==> config.mk <==
export PLATFORM = sky130hd
export DESIGN_NAME = cond_flag_unit
export DESIGN_NICKNAME = d
export VERILOG_FILES = /design/src/rtl/cfu_pkg.sv /design/src/rtl/cfu_eval.sv /design/src/rtl/cfu_store.sv /design/src/rtl/cfu_pick.sv /design/src/rtl/cond_flag_unit.sv
export SDC_FILE = /design/constraint.sdc
export NUM_CORES = 1
export LEC_CHECK = 0
export BUFFER_PORTS_ARGS = -buffer_cell sky130_fd_sc_hd__buf_2
export CAP_MARGIN = 20
export CORE_UTILIZATION = 43
export CTS_CLUSTER_DIAMETER = 150
export DETAILED_ROUTE_END_ITERATION = 8
export PLACE_DENSITY = 0.91
export SLEW_MARGIN = 20
export SYNTH_ARGS = -nofsm -noshare
export SYNTH_HDL_FRONTEND = slang
export SYNTH_SLANG_ARGS = --single-unit
==> constraint.sdc <==
create_clock -name clk -period 2.67 [get_ports clk]
set_clock_uncertainty 0.15 [all_clocks]
set_input_delay 0.6675 -clock clk [delete_from_list [all_inputs] [get_ports clk]]
set_output_delay 0.6675 -clock clk [all_outputs]
set_load 0.03 [all_outputs]
==> src/rtl/cfu_pkg.sv <==
package cfu_pkg;
    localparam int NUM_COND = 12;

    localparam int C_ZERO  = 0;
    localparam int C_NZERO = 1;
    localparam int C_CARRY = 2;
    localparam int C_NCARY = 3;
    localparam int C_NEG   = 4;
    localparam int C_NNEG  = 5;
    localparam int C_OVF   = 6;
    localparam int C_SGT   = 7;
    localparam int C_SLT   = 8;
    localparam int C_UGT   = 9;
    localparam int C_ULT   = 10;
    localparam int C_ALWAYS = 11;

    typedef enum logic {
        COMB_ALL = 1'b0,
        COMB_ANY = 1'b1
    } comb_mode_t;
endpackage

==> src/rtl/cfu_eval.sv <==
module cfu_eval
    import cfu_pkg::*;
#(
    parameter int DATA_W = 8
) (
    input  logic [DATA_W-1:0]   res,
    input  logic                carry,
    input  logic                ovf,
    output logic [NUM_COND-1:0] cond_d
);
    localparam int MSB = DATA_W - 1;

    logic is_zero;
    logic is_neg;

    always_comb begin
        is_zero = (res == '0);
        is_neg  = res[MSB];
        cond_d            = '0;
        cond_d[C_ZERO]    = is_zero;
        cond_d[C_NZERO]   = !is_zero;
        cond_d[C_CARRY]   = carry;
        cond_d[C_NCARY]   = !carry;
        cond_d[C_NEG]     = is_neg;
        cond_d[C_NNEG]    = !is_neg;
        cond_d[C_OVF]     = ovf;
        cond_d[C_SGT]     = !is_zero && (is_neg == ovf);
        cond_d[C_SLT]     = is_neg != ovf;
        cond_d[C_UGT]     = carry && !is_zero;
        cond_d[C_ULT]     = !carry;
        cond_d[C_ALWAYS]  = 1'b1;
    end
endmodule

==> src/rtl/cfu_store.sv <==
module cfu_store
    import cfu_pkg::*;
(
    input  logic                clk,
    input  logic                rst,
    input  logic                we,
    input  logic [NUM_COND-1:0] d,
    output logic [NUM_COND-1:0] q
);
    always_ff @(posedge clk) begin
        if (rst) begin
            q <= '0;
        end else if (we) begin
            q <= d;
        end
    end


    hold_when_idle_chk: assert property (@(posedge clk) disable iff (rst)
        !we |=> $stable(q));


    zero_pair_chk: assert property (@(posedge clk) disable iff (rst)
        we |=> (q[C_ZERO] != q[C_NZERO]));


    always_bit_chk: assert property (@(posedge clk) disable iff (rst)
        we |=> q[C_ALWAYS]);


    signed_excl_chk: assert property (@(posedge clk) disable iff (rst)
        !(q[C_SGT] && q[C_SLT]));
endmodule

==> src/rtl/cfu_pick.sv <==
module cfu_pick
    import cfu_pkg::*;
(
    input  logic [NUM_COND-1:0] cond,
    input  logic [NUM_COND-1:0] mask,
    input  comb_mode_t          mode,
    output logic                take
);
    logic [NUM_COND-1:0] hit;
    logic [NUM_COND-1:0] need;

    always_comb begin
        hit  = cond & mask;
        need = ~mask | cond;
        unique case (mode)
            COMB_ALL: take = (|mask) && (&need);
            COMB_ANY: take = |hit;
        endcase
    end
endmodule

==> src/rtl/cond_flag_unit.sv <==
module cond_flag_unit
    import cfu_pkg::*;
#(
    parameter int DATA_W = 8
) (
    input  logic                clk,
    input  logic                rst,
    input  logic [DATA_W-1:0]   alu_res,
    input  logic                alu_carry,
    input  logic                alu_ovf,
    input  logic                flag_we,
    input  logic [11:0]         sel_mask,
    input  logic                comb_mode,
    output logic [11:0]         cond_q,
    output logic                take
);
    logic [NUM_COND-1:0] cond_d;
    comb_mode_t          mode_e;

    assign mode_e = comb_mode_t'(comb_mode);

    cfu_eval #(.DATA_W(DATA_W)) u_eval (
        .res    (alu_res),
        .carry  (alu_carry),
        .ovf    (alu_ovf),
        .cond_d (cond_d)
    );

    cfu_store u_store (
        .clk (clk),
        .rst (rst),
        .we  (flag_we),
        .d   (cond_d),
        .q   (cond_q)
    );

    cfu_pick u_pick (
        .cond (cond_q),
        .mask (sel_mask),
        .mode (mode_e),
        .take (take)
    );


    empty_mask_chk: assert property (@(posedge clk) disable iff (rst)
        (sel_mask == '0) |-> !take);


    any_mode_chk: assert property (@(posedge clk) disable iff (rst)
        (comb_mode && ((cond_q & sel_mask) != '0)) |-> take);


    all_mode_chk: assert property (@(posedge clk) disable iff (rst)
        (!comb_mode && take) |-> ((cond_q & sel_mask) == sel_mask));


    neg_capture_chk: assert property (@(posedge clk) disable iff (rst)
        flag_we |=> (cond_q[C_NEG] == $past(alu_res[DATA_W-1])));
endmodule

-- Word level (Yosys, flattened, before mapping)
Cells that the tools add are included.
- word-level logic and storage cells: 18
- bits of input ports: 26
- output and inout bits: 13
- register bits after elaboration: 12
- mux-type cells: 1
- bitwise logic cells: 4
- eq/ne operators: 2
- reductions and logical operators: 10
- operators by type and width (kind ; number):
    12-bit OR reduction ; 2
    12-bit AND ; 1
    12-bit NOT ; 1
    12-bit bitwise OR ; 1
    12-bit AND reduction ; 1
    8-bit logical NOT ; 1
    1-bit logical AND ; 3
    1-bit logical NOT ; 3
    1-bit case mux with 2 select lines ; 1
    1-bit equality test ; 1
    1-bit != test ; 1
    1-bit NOT ; 1

-- Depth between registers and ports, before layout
Gate-level depths: netlist of the first run.
- word-level depth: 5
- depth in mapped cells: 4
- gate-level depth less buffers: 4

-- Cells and area by module
From an unflattened synthesis of the first run, not the netlist that was laid out.
- cells, all modules: 85
- area total of the unflattened synthesis: 735.7 µm²
- modules (own cells, without submodules) (module ; area an instance (µm²) ; instances ; sequential area each (µm²) ; cells each):
    cfu_store ; 420.4 ; 1 ; 240.2 ; 38
    cfu_pick ; 205.2 ; 1 ; 0.0 ; 31
    cfu_eval ; 110.1 ; 1 ; 0.0 ; 16

-- Worst setup path before layout of the first run
Ideal clock, no wire load.
- path type: in2out
- start point: input sel_mask[3]
- end point: output take
- required time: 1.852 ns
- arrival time: 1.624 ns
- stages: 3
- setup slack: 0.229 ns
- path buffers: 0
- cells stage by stage: or2_4 > a2111oi_4 > a32o_1
- cells in the longest elaborated chain, start to end: 5
- elaborated cells on any way between the ends: 8
- those cells by class: 1 x mux; 3 x bitwise; 4 x reduce/logical
- RTL lines (element ; RTL line ; RTL):
    start, declared ; cond_flag_unit.sv:12 ; input logic [11:0] sel_mask,
    12-bit NOT ; cfu_pick.sv:14 ; need = ~mask | cond;
    12-bit bitwise OR ; cfu_pick.sv:14 ;
    12-bit AND reduction ; cfu_pick.sv:16 ; COMB_ALL: take = (|mask) && (&need);
    1-bit logical AND ; cfu_pick.sv:16 ;
    1-bit case mux with 2 select lines (*) ; cfu_pick.sv:15 ; unique case (mode)
    end, declared ; cond_flag_unit.sv:15 ; output logic take
Every way passes the cells marked *; elsewhere a longest branch is shown, timed or not.

-- Final worst setup path of the first run
Ends and elaborated chain as after synthesis.

==> metrics.md, run 1 <==
| Metric | Value |
|---|---|
| Top Registers | `u_store.q: 11 flops` |
| Global Route Usage Sum | `21.5%` |
| Hold path cells | `2` |
| Routed wl met2 | `838 um` |
| Clock root cell | `clkbuf_4` |
| First-pass GRT wire length | `2.28 mm` |
| RD Place Congestion | `0.760` |
| CP max-delay cell | `a2111oi_4` |
| Crit-path most repeated cell | `buf_2` |
| Core area | `1320 um^2` |
| Cell count after synthesis | `73` |
| Gr ovfl total | `0` |
| Biggest register | `u_store.q` |
| Largest net degree at the start of global routing | `16` |
| Highest Signal Layer | `met3` |
| Mux contribution to synthesized area | `9.76%` |
| Max Fanout on Critical Path | `3` |
| ANT cells | `0` |
| Critical Path End Type | `output port` |
| Via Count | `681` |
| Post-synth EDFFs | `0` |
| Ys Warns | `0` |
| Worst r2r src | `u_store.q[10]` |
| Port bufs | `38` |
| Fmax | `0.382 GHz` |
| CP peak stage delay | `340 ps` |
| Crit Path Category | `in -> out` |
| DR iter-0 viols | `14` |
| PnR Total Power | `0.401 mW` |
| Hold WC Path Type | `reg -> reg` |
| Status | `finished clean` |
| RSZ-0062 raised after global routing | `false` |
| Routed WL per cell | `12.9 um` |
| Final Setup Violations | `0` |
| Placed cell count | `123` |
| Final wirelength | `1.64 mm` |
| P_leak | `0.427 nW` |
| Worst R2R Setup Slack | `1700 ps` |
| #FFs+latches synth | `11` |
| Post-synthesis sequential area ratio | `35.8%` |
| Post-synth top cells | `dfxtp_1 (11), inv_1 (11), nor2_1 (9)` |
| Final-stage net count | `139` |
| CTS hold repair buffers | `0` |
| Synth Area in Compound Gates | `23.0%` |
| Area contributors post-synth | `dfxtp_1 (36%), mux2i_1 (9.8%), inv_1 (6.7%)` |
| Shortest period the worst path allows | `2620 ps` |
| Ports | `39` |
| Die ar. | `1590 um^2` |
| Drc violations | `0` |
| Synth top area share | `35.8%` |
| Die Span Y | `39.8 um` |
| Row Count | `13` |
| Unique masters post-synth | `25` |
| Reg2reg end | `u_store.q[10]` |
| VDD IR max | `0.387 mV` |
| Initial core utilization | `46.7%` |
| Max Cap Viol | `0` |
| Worst Path Required | `1850 ps` |
| Final period util | `98.1%` |
| CTS HTree Levels | `1` |
| Vias per inst | `5.36` |
| 1st-pass router iterations | `5` |
| Ys flop type | `dfxtp_1` |
| Share of cells above drive strength 1 | `40.2%` |
| Crit-path cells | `buf_2, or2_4, a2111oi_4, a32o_1, buf_2` |
| Final Non-Filler Cells | `127` |
| Largest family of logic cells by synthesized area | `compound AO/OA/AOI/OAI gates` |
| CTS sink cnt | `11` |
| Slew margin rel. | `76.5%` |
| Total clock buffers created by CTS | `3` |
| Vias in the first global route | `533` |
| Post-Synth Simple-Gate Area | `20.7%` |
| CTS tree | `built` |
| Post-CTS setup buffers | `0` |
| Largest area contributor in the netlist | `dfxtp_1` |
| Mapped Area | `616 um^2` |
| Final Slew Violations | `0` |
| Hold Path End | `u_store.q[9]` |
| Final Hold Fails | `0` |
| CP startpoint kind | `primary input` |
| Post-synth ARST share | `0%` |
| Worst-Skew Late Latency | `250 ps` |
| Worst-path clk slew | `60 ps` |
| Cell area power density | `473 nW/um^2` |
| Adder-cell share of the synthesized area | `0%` |
| Critical path data arrival time | `1800 ps` |
| Met3 WL | `113 um` |
| Layout area overhead | `37.6%` |
| Mapped Nets | `99` |
| Largest register FFs | `11` |
| Clock buffer depth | `2` |
| Initial antenna violation count | `0` |
| Hold_sp | `u_store.q[9]` |
| R2R depth | `3` |
| DRT met1 WL | `691 um` |
| Avg Inst Size Synth | `8.43 um^2` |
| Slew at the pin closest to its max-slew limit | `351 ps` |
| Xor and xnor area share after synthesis | `1.42%` |
| Remaining antenna violation count | `0` |
| Die X-Extent | `39.8 um` |
## critical path: cells and delay by family
family | cells | cell delay [ps]
AO/OA/AOI/OAI | 2 | 560
buffers and inverters | 2 | 300
AND/OR/NAND/NOR | 1 | 260
## per-layer routing
metal  GRT usage [%]  up-vias
met3            2.27        0
met4            7.76        0
met2            38.9       32
met1            25.5      309
li1                -      340
met5               0        -
## cells in the final DEF (no fill, tap or decap), types with 2 or more instances in the layout
master / n
o22ai_1: 4
mux2i_1: 6
nand3_1: 4
nor4_1: 4
clkbuf_4: 3
dfxtp_1: 11
buf_2: 38
a211oi_1: 2
a21oi_1: 2
nor2b_1: 2
inv_1: 11
nand2b_1: 2
a22o_1: 2
nor2_1: 9
## through the flow
step           area [um^2]  setup WS [ps]  util, %  hold slack, ps  setup TNS [ps]
2_1_floorplan          616            229        -             464               0
3_3_place_gp           808           85.2     61.3             343               0
3_5_place_dp           808          -83.7     61.3             343           -83.7
4_1_cts                836          0.639     63.4             354               0
5_1_grt                847           4.72     64.3             388               0
6_report               847           51.9     64.3             360               0
## cell families after synthesis
| group | count (synthesis) |
|---|---|
| mux | 6 |
| xor+xnor | 1 |
| simple gates | 25 |
| flops | 11 |
| compound gates | 16 |
| buf+inv | 14 |
## cell type report
class                   instances  area, um^2
repair buffers                 38         190
clock buffers                   4        26.3
multi-input cells              48         350
fillers                       118         470
well taps                      15        18.8
flip-flops and latches         11         220
inverters                      11        41.3
## worst max path at each step
stage | from | endpoint | cells past startpoint
finish | sel_mask[3] | take | 5
global route | sel_mask[3] | take | 6
detailed placement | sel_mask[0] | take | 6
global placement | sel_mask[0] | take | 6
CTS | sel_mask[0] | take | 6
floorplan | sel_mask[3] | take | 3
## power by group
group / switching (mW) / internal (mW) / total, mW
Sequential: 0.0112 / 0.174 / 0.185
Combinational: 0.0658 / 0.0444 / 0.110
Clock: 0.0480 / 0.0575 / 0.106
## repair_timing
action,CTS,global route
endpoints found under the setup margin,1,1
endpoints found under the hold margin,0,0
pin swaps,0,1
gates resized for setup,1,2
cloned,0,0
(Power assumes the default switching activity.)
==> run 2, diff against run 1 <==
--- a/config.mk
+++ b/config.mk
@@ -8,9 +8,8 @@
 export BUFFER_PORTS_ARGS = -buffer_cell sky130_fd_sc_hd__buf_2
 export CAP_MARGIN = 20
-export CORE_UTILIZATION = 43
+export CORE_UTILIZATION = 40
 export CTS_CLUSTER_DIAMETER = 150
 export DETAILED_ROUTE_END_ITERATION = 8
-export PLACE_DENSITY = 0.91
-export SLEW_MARGIN = 20
+export PLACE_DENSITY = 0.86
 export SYNTH_ARGS = -nofsm -noshare
 export SYNTH_HDL_FRONTEND = slang
==> constraint.sdc (replaced) <==
create_clock -name clk -period 3 [get_ports clk]
set_clock_uncertainty 0.15 [all_clocks]
set_input_delay 0.45 -clock clk [delete_from_list [all_inputs] [get_ports clk]]
set_output_delay 0.45 -clock clk [all_outputs]
set_load 0.03 [all_outputs]
==> metrics.md, run 2 (same netlist as run 1, synthesis figures left out) <==
| Metric | Value |
|---|---|
| Routed wl met2 | `788 um` |
| Total clock buffers created by CTS | `3` |
| WHS | `294 ps` |
| CTS tree | `built` |
| Critical Path End Type | `output port` |
| Port bufs | `38` |
| Largest net degree at the start of global routing | `16` |
| PnR Total Power | `0.360 mW` |
| Slew margin rel. | `69.5%` |
| Met3 WL | `118 um` |
| Shortest period the worst path allows | `2230 ps` |
| Vias in the first global route | `532` |
| Die ar. | `1700 um^2` |
| Final Setup Violations | `0` |
| CTS sink cnt | `11` |
| VDD IR max | `0.256 mV` |
| Worst-Skew Late Latency | `270 ps` |
| P_leak | `0.425 nW` |
| Commonest non-fill, non-tap cell in the layout | `buf_2` |
| Most frequent cells in the layout | `buf_2 (38), inv_1 (11), dfxtp_1 (11)` |
| Slew at the pin closest to its max-slew limit | `446 ps` |
| Area of the multi-input gates | `338 um^2` |
| CP startpoint kind | `flip-flop` |
| DR iter-0 viols | `12` |
| CP peak stage delay | `430 ps` |
| Placed Instance Area | `808 um^2` |
| Max Fanout on Critical Path | `4` |
| Crit Path Category | `reg -> out` |
| Die Span Y | `41.2 um` |
| Filler instances | `121` |
| Highest Signal Layer | `met4` |
| Remaining antenna violation count | `0` |
| Utilization after layout | `61.1%` |
| Final worst slack | `771 ps` |
| Initial core utilization | `45.1%` |
| CTS hold repair buffers | `0` |
| Row Count | `13` |
| Share of cells above drive strength 1 | `38.4%` |
| Max Cap Viol | `0` |
| Drc violations | `0` |
| DRT met1 WL | `685 um` |
| Post-CTS Resized | `0` |
| Core area | `1370 um^2` |
| CTS HTree Levels | `1` |
| Final Slew Violations | `0` |
| Clock root cell | `clkbuf_4` |
| Status | `finished clean` |
| RSZ-0062 raised after global routing | `false` |
| Gr ovfl total | `0` |
| First-pass GRT wire length | `2.11 mm` |
| Fmax | `0.449 GHz` |
| Largest register FFs | `11` |
| Final wirelength | `1.61 mm` |
| 1st-pass router iterations | `4` |
| Final-stage net count | `139` |
| Final Non-Filler Cells | `127` |
| Routed WL per cell | `12.7 um` |
| CP max-delay cell | `a2111oi_0` |
| Worst Path Required | `2400 ps` |
| Die X-Extent | `41.2 um` |
| Final period util | `74.3%` |
| Crit-path cells | `o22ai_1, a2111oi_0, a32o_1, buf_2` |
| Critical path data arrival time | `1630 ps` |
| Global Route Usage Sum | `19.7%` |
| Cell area power density | `431 nW/um^2` |
| Worst-path clk slew | `70 ps` |
| Cell area after layout | `835 um^2` |
| Biggest register | `u_store.q` |
| Placed cell count | `123` |
| Post-DP HPWL | `1.34 mm` |
| Final TNS setup | `0 ps` |
| Final Hold Fails | `0` |
| Top Registers | `u_store.q: 11 flops` |
| Vias per inst | `5.37` |
| Post-CTS setup buffers | `0` |
| Dpl ws | `862 ps` |
| Register area | `220 um^2` |
| ANT cells | `0` |
| Ports | `39` |
| RD Place Congestion | `0.691` |
| Initial antenna violation count | `0` |
| Layout area overhead | `35.6%` |
| Hold WC Path Type | `in -> reg` |
| Via Count | `682` |
| Clock buffer depth | `2` |
## run 2: cell type report
| class | count | area share [%] |
|---|---|---|
| inverters | 11 | 4.95 |
| repair buffers | 38 | 22.8 |
| clock buffers | 4 | 3.15 |
| flip-flops and latches | 11 | 26.4 |
| multi-input cells | 48 | 40.5 |
| well taps | 15 | 2.25 |
## run 2: worst paths after layout
check                           slack (ps)  cells past startpoint     startpoint            end
worst max-delay path                   770                      4   u_store.q[2]           take
worst min-delay path                   290                      3        alu_ovf   u_store.q[6]
worst max register to register        2010                      3  u_store.q[10]  u_store.q[10]
worst min register to register         360                      2   u_store.q[9]   u_store.q[9]
## run 2: worst max-delay path: cells and delay by family (launching register included)
kind            cells  cell delay, ps
compound gates      3             770
buf+inv             1             190
flops               1             400
## run 2: power breakdown
part           internal (mW)  switching [mW]
registers              0.155         0.00922
clock network         0.0515          0.0491
logic                 0.0387          0.0564
total                  0.245           0.115
## run 2: per-layer routing
metal	GRT usage, %	vias to the layer above
li1	-	344
met5	0	-
met4	7.26	0
met2	40.6	31
met3	3.26	2
met1	18.6	305
==> run 3, diff against run 2 <==
Settings changed: ABC_AREA set to 1, CORE_UTILIZATION 40 to 42, PLACE_DENSITY 0.86 to 0.87.
Clock period 3 ns to 2.29 ns, I/O delays scaled along.
==> metrics.md, run 3 <==
| Metric | Value |
|---|---|
| Status | `finished clean` |
| Largest net degree at the start of global routing | `11` |
| Fmax | `0.536 GHz` |
| Drc violations | `0` |
| Routed WL per cell | `10.1 um` |
| Gr ovfl total | `0` |
| R2R depth | `2` |
| Reg2reg end | `u_store.q[10]` |
| Vias per inst | `4.95` |
| Initial antenna violation count | `0` |
| Row Count | `14` |
| Slew margin rel. | `87.0%` |
| Crit-path cells | `inv_1, o21ai_0, nor2_1, nand3_1, nand2_1, nand2_1, buf_2` |
| VDD IR max | `0.309 mV` |
| Worst-path clk slew | `70 ps` |
| Die Span Y | `42.0 um` |
| Post-synthesis sequential area ratio | `32.8%` |
| CP peak stage delay | `380 ps` |
| Critical path origin | `u_store.q[10]` |
| ANT cells | `0` |
| Post-CTS setup buffers | `0` |
| Worst R2R Setup Slack | `1380 ps` |
| Layout area overhead | `33.4%` |
| CP startpoint kind | `flip-flop` |
| Final Hold Fails | `0` |
| PnR Total Power | `0.478 mW` |
| RD Place Congestion | `0.878` |
| WHS | `189 ps` |
| Critical Path End Type | `output port` |
| Via Count | `861` |
| Cell count after synthesis | `118` |
| Die X-Extent | `42.0 um` |
| Unique masters post-synth | `16` |
| CP max-delay cell | `dfxtp_1` |
| Core area | `1510 um^2` |
| Post-synth EDFFs | `0` |
| Ys Warns | `0` |
| Final Slew Violations | `0` |
| Crit-path most repeated cell | `nand2_1` |
| Largest area contributor in the netlist | `dfxtp_1` |
| Post-synth top cells | `nand2_1 (47), nor2_1 (20), inv_1 (17)` |
| Worst-Skew Late Latency | `270 ps` |
| Remaining antenna violation count | `0` |
| Critical path data arrival time | `1370 ps` |
| Crit. path cell count | `7` |
| CTS HTree Levels | `1` |
| Largest register FFs | `11` |
| Initial core utilization | `44.5%` |
| Crit Path Category | `reg -> out` |
| Crit path capture | `take` |
| DR iter-0 viols | `11` |
| Final TNS setup | `0 ps` |
| Mapped Nets | `144` |
| 1st-pass router iterations | `4` |
| Vias in the first global route | `723` |
| Final-stage net count | `185` |
| Port bufs | `38` |
| Max Cap Viol | `0` |
| Total clock buffers created by CTS | `3` |
| Final Setup Violations | `0` |
| Mapped Area | `671 um^2` |
| Hold WC Path Type | `in -> reg` |
| CTS tree | `built` |
| CP Buf/Inv Count | `2` |
| Post-CTS Resized | `0` |
| Commonest non-fill, non-tap cell in the layout | `nand2_1` |
| Global Route Usage Sum | `21.6%` |
| Slew at the pin closest to its max-slew limit | `192 ps` |
| Cell area power density | `535 nW/um^2` |
| Hold path cells | `2` |
| P_leak | `0.512 nW` |
| Post-synth ARST share | `0%` |
| Worst r2r src | `u_store.q[10]` |
| Share of cells above drive strength 1 | `28.5%` |
| Synth top area share | `32.8%` |
| Max Fanout on Critical Path | `5` |
| Final wirelength | `1.76 mm` |
| #FFs+latches synth | `11` |
| RSZ-0062 raised after global routing | `false` |
| Area contributors post-synth | `dfxtp_1 (33%), nand2_1 (26%), nor2_1 (11%)` |
| Avg Inst Size Synth | `5.68 um^2` |
| Biggest register | `u_store.q` |
| First-pass GRT wire length | `2.83 mm` |
| Post-DP HPWL | `1.43 mm` |
| CTS hold repair buffers | `0` |
| CTS sink cnt | `11` |
| Most common cell in the netlist | `nand2_1` |
| Ports | `39` |
| Clock root cell | `clkbuf_4` |
| Final period util | `81.5%` |
| Most frequent cells in the layout | `nand2_1 (47), buf_2 (38), nor2_1 (20)` |
| CP top delay family | `flip-flops` |
| Clock buffer depth | `2` |
| Shortest period the worst path allows | `1870 ps` |
| Ys flop type | `dfxtp_1` |
| Worst Path Required | `1800 ps` |
| Top Registers | `u_store.q: 11 flops` |
| Die ar. | `1760 um^2` |
==> run 3: stage by stage <==
| stage | utilization [%] | instances | instance area, um^2 | setup slack, ps |
|---|---|---|---|---|
| finish | 59.4 | 174 | 895 | 423 |
| global route | 59.4 | 174 | 895 | 351 |
| CTS | 59.4 | 174 | 895 | 460 |
| detailed placement | 57.6 | 170 | 868 | 703 |
| global placement | 57.6 | 170 | 868 | 731 |
| floorplan | - | 118 | 671 | 595 |
==> run 3: cells by family (layout without fill, tap and decap cells) <==
group | count (synthesis) | count (layout) | share of synthesized area [%]
flip-flops | 11 | 11 | 32.8
buffers and inverters | 20 | 60 | 11.9
AO/OA/AOI/OAI | 15 | 15 | 13.6
AND/OR/NAND/NOR | 72 | 72 | 41.6
==> run 3: layout make-up <==
type,instances,area [um^2]
fillers,163,612
well taps,16,20.0
clock buffers,4,26.3
repair buffers,38,190
multi-input cells,87,370
inverters,18,67.6
flip-flops and latches,11,220
==> run 3: worst min path at each step <==
stage	startpoint	slack, ps	endpoint
finish	rst	190	u_store.q[7]
detailed placement	u_store.q[5]	330	u_store.q[5]
global route	rst	210	u_store.q[7]
CTS	rst	190	u_store.q[7]
global placement	u_store.q[5]	320	u_store.q[5]
floorplan	flag_we	290	u_store.q[1]
==> run 3: worst reg2reg max path, stage by stage (launching register included) <==
cell	delay, ps
dfxtp_1	380
inv_1	90
a211oi_1	210
==> run 3: power by group <==
group          total (mW)  leakage, nW  internal, mW  switching (mW)
Combinational       0.133        0.406        0.0482          0.0846
Sequential          0.214       0.0911         0.203          0.0109
Clock               0.132       0.0150        0.0675          0.0641
==> run 3: per-layer routing <==
metal | wire length [um] | up-vias | global-route usage, % | share of wire (%)
li1 | - | 442 | - | -
met1 | 724 | 353 | 24.9 | 41
met2 | 820 | 56 | 35.3 | 47
met3 | 133 | 10 | 1.74 | 7.6
met4 | 79 | 0 | 19.4 | 4.5
met5 | 0 | - | 0 | 0
